$ cat config.mk
export PLATFORM = sky130hd
export DESIGN_NAME = clkdiv_prog
export DESIGN_NICKNAME = d
export VERILOG_FILES = /design/src/rtl/clkdiv_pkg.sv /design/src/rtl/clkdiv_ctrl_reg.sv /design/src/rtl/clkdiv_decode.sv /design/src/rtl/clkdiv_period.sv /design/src/rtl/clkdiv_prog.sv
export SDC_FILE = /design/constraint.sdc
export NUM_CORES = 1
export LEC_CHECK = 0
export BUFFER_PORTS_ARGS = -buffer_cell sky130_fd_sc_hd__buf_2
export CAP_MARGIN = 20
export CORE_ASPECT_RATIO = 0.5
export CORE_MARGIN = 1
export CORE_UTILIZATION = 33
export CTS_BUF_LIST = sky130_fd_sc_hd__clkbuf_8
export DETAILED_ROUTE_END_ITERATION = 12
export SYNTH_ARGS = -nofsm -noshare
export SYNTH_HDL_FRONTEND = slang
export SYNTH_SLANG_ARGS = --single-unit
$ cat constraint.sdc
create_clock -name clk_i -period 2.8 [get_ports clk_i]
set_input_delay 0.42 -clock clk_i [delete_from_list [all_inputs] [get_ports clk_i]]
set_output_delay 0.42 -clock clk_i [all_outputs]
set_load 0.02 [all_outputs]
$ cat src/rtl/clkdiv_pkg.sv
package clkdiv_pkg;

  typedef enum logic [2:0] {
    DIVM_PLUS1   = 3'd0,
    DIVM_RAW     = 3'd1,
    DIVM_POW2    = 3'd2,
    DIVM_MAXZERO = 3'd3,
    DIVM_EVEN    = 3'd4
  } divm_e;

  localparam int unsigned CTRL_W = 32;
  localparam int unsigned HALF_W = CTRL_W / 2;

endpackage

$ cat src/rtl/clkdiv_ctrl_reg.sv
module clkdiv_ctrl_reg #(
  parameter logic [31:0] RESET_VAL = 32'h0,
  parameter bit          HIWORD    = 1'b0,
  parameter bit          READ_ONLY = 1'b0,
  parameter int unsigned SHIFT     = 4,
  parameter int unsigned WIDTH     = 4
) (
  input  logic        clk_i,
  input  logic        rst_i,
  input  logic        wr_en_i,
  input  logic [31:0] wr_data_i,
  output logic [31:0] word_o
);
  import clkdiv_pkg::*;

  localparam logic [CTRL_W-1:0] FMASK = ((32'd1 << WIDTH) - 32'd1) << SHIFT;

  logic [CTRL_W-1:0] word_q;
  logic [CTRL_W-1:0] word_nxt;

  // per-bit write rule chosen by build options
  for (genvar i = 0; i < CTRL_W; i++) begin : g_bit
    if (HIWORD && (i >= HALF_W)) begin : g_upper
      assign word_nxt[i] = 1'b0;
    end else if (READ_ONLY && FMASK[i]) begin : g_locked
      assign word_nxt[i] = word_q[i];
    end else if (HIWORD) begin : g_masked
      assign word_nxt[i] = wr_data_i[i+HALF_W] ? wr_data_i[i] : word_q[i];
    end else begin : g_plain
      assign word_nxt[i] = wr_data_i[i];
    end
  end

  always_ff @(posedge clk_i) begin
    if (rst_i) begin
      word_q <= RESET_VAL;
    end else if (wr_en_i) begin
      word_q <= word_nxt;
    end
  end

  assign word_o = word_q;

  if (HIWORD) begin : g_hw_chk
    // a write with an empty mask must not touch the data half
    assert_empty_mask_R7: assert property (@(posedge clk_i) disable iff (rst_i)
      (wr_en_i && (wr_data_i[31:16] == 16'h0)) |=> $stable(word_q[15:0]));
  end

  if (READ_ONLY) begin : g_ro_chk
    assert_field_locked_R8: assert property (@(posedge clk_i) disable iff (rst_i)
      wr_en_i |=> ((word_q & FMASK) == ($past(word_q) & FMASK)));
  end

endmodule

$ cat src/rtl/clkdiv_decode.sv
module clkdiv_decode #(
  parameter clkdiv_pkg::divm_e MODE = clkdiv_pkg::DIVM_PLUS1,
  parameter bit          ALLOW_ZERO = 1'b0,
  parameter int unsigned WIDTH      = 4,
  parameter int unsigned RATIO_W    = 6
) (
  input  logic [WIDTH-1:0]   field_i,
  output logic [RATIO_W-1:0] ratio_o,
  output logic               bad_o
);
  import clkdiv_pkg::*;

  logic [RATIO_W-1:0] fext;
  assign fext = RATIO_W'(field_i);

  if (MODE == DIVM_PLUS1) begin : g_plus1
    assign ratio_o = fext + RATIO_W'(1);
    assign bad_o   = 1'b0;
  end else if (MODE == DIVM_RAW) begin : g_raw
    // zero is either a bypass or an illegal setting
    assign ratio_o = (field_i == '0) ? RATIO_W'(1) : fext;
    assign bad_o   = (field_i == '0) && !ALLOW_ZERO;
  end else if (MODE == DIVM_POW2) begin : g_pow2
    assign ratio_o = RATIO_W'(1) << field_i;
    assign bad_o   = 1'b0;
  end else if (MODE == DIVM_MAXZERO) begin : g_maxz
    assign ratio_o = (field_i == '0) ? (RATIO_W'(1) << WIDTH) : fext;
    assign bad_o   = 1'b0;
  end else begin : g_even
    assign ratio_o = (fext + RATIO_W'(1)) << 1;
    assign bad_o   = 1'b0;
  end

endmodule

$ cat src/rtl/clkdiv_period.sv
module clkdiv_period #(
  parameter int unsigned RATIO_W = 6
) (
  input  logic               clk_i,
  input  logic               rst_i,
  input  logic [RATIO_W-1:0] dec_ratio_i,
  input  logic               dec_bad_i,
  output logic               div_o,
  output logic               bypass_o,
  output logic               bad_o
);

  logic [RATIO_W-1:0] ratio_q;
  logic [RATIO_W-1:0] cnt_q;
  logic               div_q;
  logic               bypass_q;
  logic               bad_q;
  logic               period_end;
  logic [RATIO_W-1:0] cnt_inc;

  assign period_end = bad_q || (cnt_q == (ratio_q - RATIO_W'(1)));
  assign cnt_inc    = cnt_q + RATIO_W'(1);

  always_ff @(posedge clk_i) begin
    if (rst_i) begin
      ratio_q  <= RATIO_W'(1);
      cnt_q    <= '0;
      div_q    <= 1'b0;
      bypass_q <= 1'b0;
      bad_q    <= 1'b0;
    end else if (period_end) begin
      ratio_q  <= dec_ratio_i;
      cnt_q    <= '0;
      bad_q    <= dec_bad_i;
      bypass_q <= !dec_bad_i && (dec_ratio_i == RATIO_W'(1));
      div_q    <= !dec_bad_i && (RATIO_W'(0) < (dec_ratio_i >> 1));
    end else begin
      cnt_q    <= cnt_inc;
      div_q    <= cnt_inc < (ratio_q >> 1);
    end
  end

  assign div_o    = div_q;
  assign bypass_o = bypass_q;
  assign bad_o    = bad_q;

  assert_bad_low_R2: assert property (@(posedge clk_i) disable iff (rst_i)
    bad_q |-> !div_q);

  assert_ratio_held_R9: assert property (@(posedge clk_i) disable iff (rst_i)
    !period_end |=> $stable(ratio_q));

  assert_cnt_bound_R10: assert property (@(posedge clk_i) disable iff (rst_i)
    cnt_q < ratio_q);

  assert_bypass_unit_R11: assert property (@(posedge clk_i) disable iff (rst_i)
    bypass_q |-> (ratio_q == RATIO_W'(1)) && !bad_q);

endmodule

$ cat src/rtl/clkdiv_prog.sv
module clkdiv_prog #(
  parameter clkdiv_pkg::divm_e MODE = clkdiv_pkg::DIVM_PLUS1,
  parameter bit          ALLOW_ZERO = 1'b0,
  parameter bit          HIWORD     = 1'b0,
  parameter bit          READ_ONLY  = 1'b0,
  parameter int unsigned SHIFT      = 4,
  parameter int unsigned WIDTH      = 4,
  parameter logic [31:0] RESET_VAL  = 32'h0
) (
  input  logic        clk_i,
  input  logic        rst_i,
  input  logic        wr_en_i,
  input  logic [31:0] wr_data_i,
  output logic [31:0] rd_data_o,
  output logic        clk_o,
  output logic        div_invalid_o
);
  import clkdiv_pkg::*;

  localparam int unsigned RATIO_W = (MODE == DIVM_POW2) ? (1 << WIDTH) : (WIDTH + 2);

  logic [31:0]        word;
  logic [WIDTH-1:0]   field;
  logic [RATIO_W-1:0] dec_ratio;
  logic               dec_bad;
  logic               div_q;
  logic               bypass_q;
  logic               bad_q;

  clkdiv_ctrl_reg #(
    .RESET_VAL (RESET_VAL),
    .HIWORD    (HIWORD),
    .READ_ONLY (READ_ONLY),
    .SHIFT     (SHIFT),
    .WIDTH     (WIDTH)
  ) u_reg (
    .clk_i     (clk_i),
    .rst_i     (rst_i),
    .wr_en_i   (wr_en_i),
    .wr_data_i (wr_data_i),
    .word_o    (word)
  );

  assign field = word[SHIFT +: WIDTH];

  clkdiv_decode #(
    .MODE       (MODE),
    .ALLOW_ZERO (ALLOW_ZERO),
    .WIDTH      (WIDTH),
    .RATIO_W    (RATIO_W)
  ) u_dec (
    .field_i (field),
    .ratio_o (dec_ratio),
    .bad_o   (dec_bad)
  );

  clkdiv_period #(
    .RATIO_W (RATIO_W)
  ) u_per (
    .clk_i       (clk_i),
    .rst_i       (rst_i),
    .dec_ratio_i (dec_ratio),
    .dec_bad_i   (dec_bad),
    .div_o       (div_q),
    .bypass_o    (bypass_q),
    .bad_o       (bad_q)
  );

  assign rd_data_o     = word;
  assign clk_o         = bypass_q ? clk_i : div_q;
  assign div_invalid_o = bad_q;

  assert_ratio_nonzero_R5: assert property (@(posedge clk_i) disable iff (rst_i)
    !dec_bad |-> (dec_ratio != '0));

endmodule

After elaboration in Yosys (flattened, before gate mapping)
Index checks and enable logic that the tools add are counted.
{ "op_classes": {"eq_ne": 2, "n_lt_le_gt_ge": 2, "mux": 2, "reduce_logical": 1, "addsub": 3} }
{ "op_table": {"columns": ["operator", "n"], "rows": [
  ["$add A6 B1 Y6 const B", 1],
  ["$eq A6 B6 Y1", 1],
  ["$lt A6 B5 Y1", 1],
  ["$sub A6 B1 Y6 const B", 1],
  ["$add A4 B1 Y5 const B", 1],
  ["$eq A5 B1 Y1 const B", 1],
  ["$lt A1 B4 Y1 const A", 1],
  ["$mux W1", 2],
  ["$reduce_or A2 Y1", 1]
]} }
{ "totals": {"word_cells": 15, "ff_bits": 46, "inputBits": 35} }

Depth between registers and ports, before layout
{ "logic_depth": {"word_depth": 3, "depth_mapped": 8, "mapped_depth_nobuf": 7} }

Modules after synthesis
From an unflattened synthesis, not the netlist that was laid out.
{ "unflattened": {"cells_unflattened": 209, "area_unflattened_um2": 2167.1} }
{ "by_module_without_submodules": {"columns": ["mod", "seq_area_each_um2", "cells_per_inst", "area_per_inst_um2", "instances"], "rows": [
  ["clkdiv_ctrl_reg", 640.6, 103, 1163.6, 1],
  ["clkdiv_period", 300.3, 96, 923.4, 1],
  ["clkdiv_decode", 0.0, 9, 65.1, 1],
  ["clkdiv_prog", 0.0, 1, 15.0, 1]
]} }

==> summary.md <==
| Metric | Value |
|---|---|
| Post-synthesis cell type count | 35 |
| Final core occ | 44.35% |
| Non-Filler Instances | 341 |
| Worst r2r src | u_per.ratio_q[0] |
| HP Start | wr_data_i[28] |
| Vias | 1570 |
| Vias per cell | 4.604 |
| Slew Limit Headroom | 39.77% |
| WL/cell | 12.01 µm |
| Max layer used | met4 |
| YS warnings | 0 |
| Layout net count | 309 |
| Core Rows | 19 |
| WL final | 4096 µm |
| Status | finished, final reports clean |
| Register share of total power | 37.7% |
| Drt first pass iters | 4 |
| Worst Setup SP | clk_i |
| Metal3 WL | 130 µm |
| Worst min-delay path class | in -> reg |
| Syn_area_per_cell | 9.897 µm² |
| Maxcap violations | 0 |
| Mapped Area | 1979 µm² |
| Die Height | 56.77 µm |
| Pwr/cell area | 820.2 nW/µm² |
| Worst Path Class, Setup | clk -> out |
| Met1 Wirelength | 1890 µm |
| Post-Synthesis Cells | 200 |
| Min Hold Slack | 0.2569 ns |
| Detailed placement HPWL | 3035 µm |
| Core region area | 5634 µm² |
| Post-synthesis sequential area ratio | 45.51% |
| PostCTS Resize Cnt | 0 |
| Ports | 69 |
| Grt ovf | 0 |
| Clock Skew | 0.01018 ns |
| Total chip power | 2.049 mW |
| Commonest cells after routing, fill and taps aside | buf_2 (67), dfxtp_1 (45), nor2_1 (35) |
| CTS tree | done |
| Final hold violations | 0 |
| Most common cell after layout, fill and taps aside | buf_2 |
| DP Cell Count | 330 |
| VDD IR max | 0.2716 mV |
| Initial Util | 35.13% |
| Syn Nets | 242 |
| Clk Latency, worst-skew pair | 0.39 ns |
| TNS Setup | 0 ns |
| Inserted Diodes | 0 |
| DR DRC count | 0 |
| Initial antenna violation count | 0 |
| Leakage | 1.222 nW |
| Postcts setup bufs | 0 |
| Clock slew at reported path FFs | 0.09 ns |
| Clock power frac | 27.2% |
| First-pass GRT wire length | 6989 µm |
| Crit path max fanout | 2 |
| PortBufs | 67 |
| Synth Register Bits | 45 |
| Largest net degree at the start of global routing | 33 |
| Total track usage | 13.79% |
| Fillers | 560 |
| Gate power share | 35.0% |
| Crit path launch type | clock port |
| Number of global-route vias before repair | 1560 |
| Crit path required time | 2.38 ns |
| Sw Ratio | 35.41% |
| Die area | 6331 µm² |
| Setup violators final | 0 |
| Cts hold-fix bufs | 0 |
| Endpoint type of the worst setup path | output pin |
| Switch Pwr | 0.7257 mW |
| Met2 WL | 2043 µm |
| Slew @ Worst Pin | 0.9035 ns |
| Share of cells above drive strength 1 | 31.72% |
| Worst Path Arrival | 2.03 ns |
| Area grow syn2layout | 26.23% |
| Int Power | 1.324 mW |
| ANT nets after route | 0 |
| Gpl congestion | 0.7644 |
| Register area | 900.9 µm² |
| Unrepaired setup endpoints after global routing | false |
| Die Span X | 111.5 µm |
| Slew Limit Fails | 0 |
| Iter 0 DRT Violations | 33 |
| Multi-input logic area | 997.2 µm² |
[final timing paths]
kind,slack [ns],endpoint,cells after the start
worst max-delay path,0.35,clk_o,4
worst min-delay path,0.26,u_reg.word_o[28],3
worst max register to register,0.79,u_per.ratio_q[1],5
worst min register to register,0.49,u_reg.word_o[28],2
[Yosys cell counts]
master / number / area share, %
dfxtp_1: 45 / 46
nor2_1: 35 / 6.6
mux2i_1: 32 / 16
a21oi_1: 7 / 1.8
ha_1: 7 / 4.4
inv_1: 7 / 1.3
xnor2_1: 7 / 3.1
xor2_1: 7 / 3.1
nand3_1: 6 / 1.5
and2_1: 5 / 1.6
clkbuf_1: 5 / 0.95
buf_1: 3 / 0.57
nand2_1: 3 / 0.57
nor3_1: 3 / 0.76
o21a_1: 3 / 1.1
o21ai_0: 3 / 0.76
a211oi_1: 2 / 0.76
a21boi_0: 2 / 0.76
buf_4: 2 / 0.76
a21o_1: 1 / 0.38
a31oi_1: 1 / 0.32
and3_1: 1 / 0.32
clkdlybuf4s25_2: 1 / 0.51
conb_1: 1 / 0.19
mux2_2: 1 / 0.57
nand4_1: 1 / 0.32
nor2_8: 1 / 1.0
nor3b_1: 1 / 0.38
nor4_1: 1 / 0.32
nor4_4: 1 / 1.1
nor4b_1: 1 / 0.44
o21ai_2: 1 / 0.44
o31a_1: 1 / 0.44
or3_4: 1 / 0.57
or4_4: 1 / 0.57
[worst max-delay path, stage by stage]
cell and delay [ns]:
clkbuf_8 0.11, clkbuf_8 0.11, mux2_2 0.25, buf_2 0.16
[flip-flops by register name, summed over array words and instances (netlist names)]
name and count:
u_per.div_o 1, u_per.cnt_q 6, u_per.ratio_q 5, u_per.bypass_o 1
u_reg.word_o 32
[cell type report]
cell class | instances | area share, %
Sequential cell | 45 | 36.05
Multi-Input combinational cell | 137 | 39.91
Clock buffer | 10 | 5.158
Timing Repair Buffer | 67 | 13.52
Tap cell | 73 | 3.655
Clock inverter | 2 | 0.6510
Inverter | 7 | 1.052
[layer usage]
layer,up-vias,global-route usage [%]
met2,26,24.64
met3,3,3.888
met1,733,16.18
li1,808,-
met5,-,0
met4,0,4.247
[logic make-up (layout without fill, tap and decap cells)]
group | count (synthesis) | after routing | synth area share, %
and+or+nand+nor | 61 | 61 | 16.06
DFF | 45 | 45 | 45.51
muxes | 33 | 33 | 16.75
AOI/OAI and AO/OA | 21 | 21 | 6.763
buffers and inverters | 18 | 86 | 4.109
xor gates and xnor gates | 14 | 14 | 6.195
adders and majority gates | 7 | 7 | 4.425
other | 1 | 1 | 0.1895
[metrics by stage]
step | setup WS, ns | area [µm²]
2_1_floorplan | 0.6746 | 1979
3_3_place_gp | 0.5912 | 2359
3_5_place_dp | 0.5912 | 2359
4_1_cts | 0.3393 | 2499
5_1_grt | 0.3372 | 2499
6_report | 0.3485 | 2499
[power groups by stage]
stage          registers [mW]  clock network (mW)  logic (mW)
5_1_grt                 0.782               0.617       0.792
3_3_place_gp            0.785              0.0266       0.703
3_5_place_dp            0.788              0.0266       0.723
2_1_floorplan           0.806              0.0205       0.549
6_report                0.773               0.558       0.718
4_1_cts                 0.773               0.582       0.726
Power figures use the tool's default switching activity.
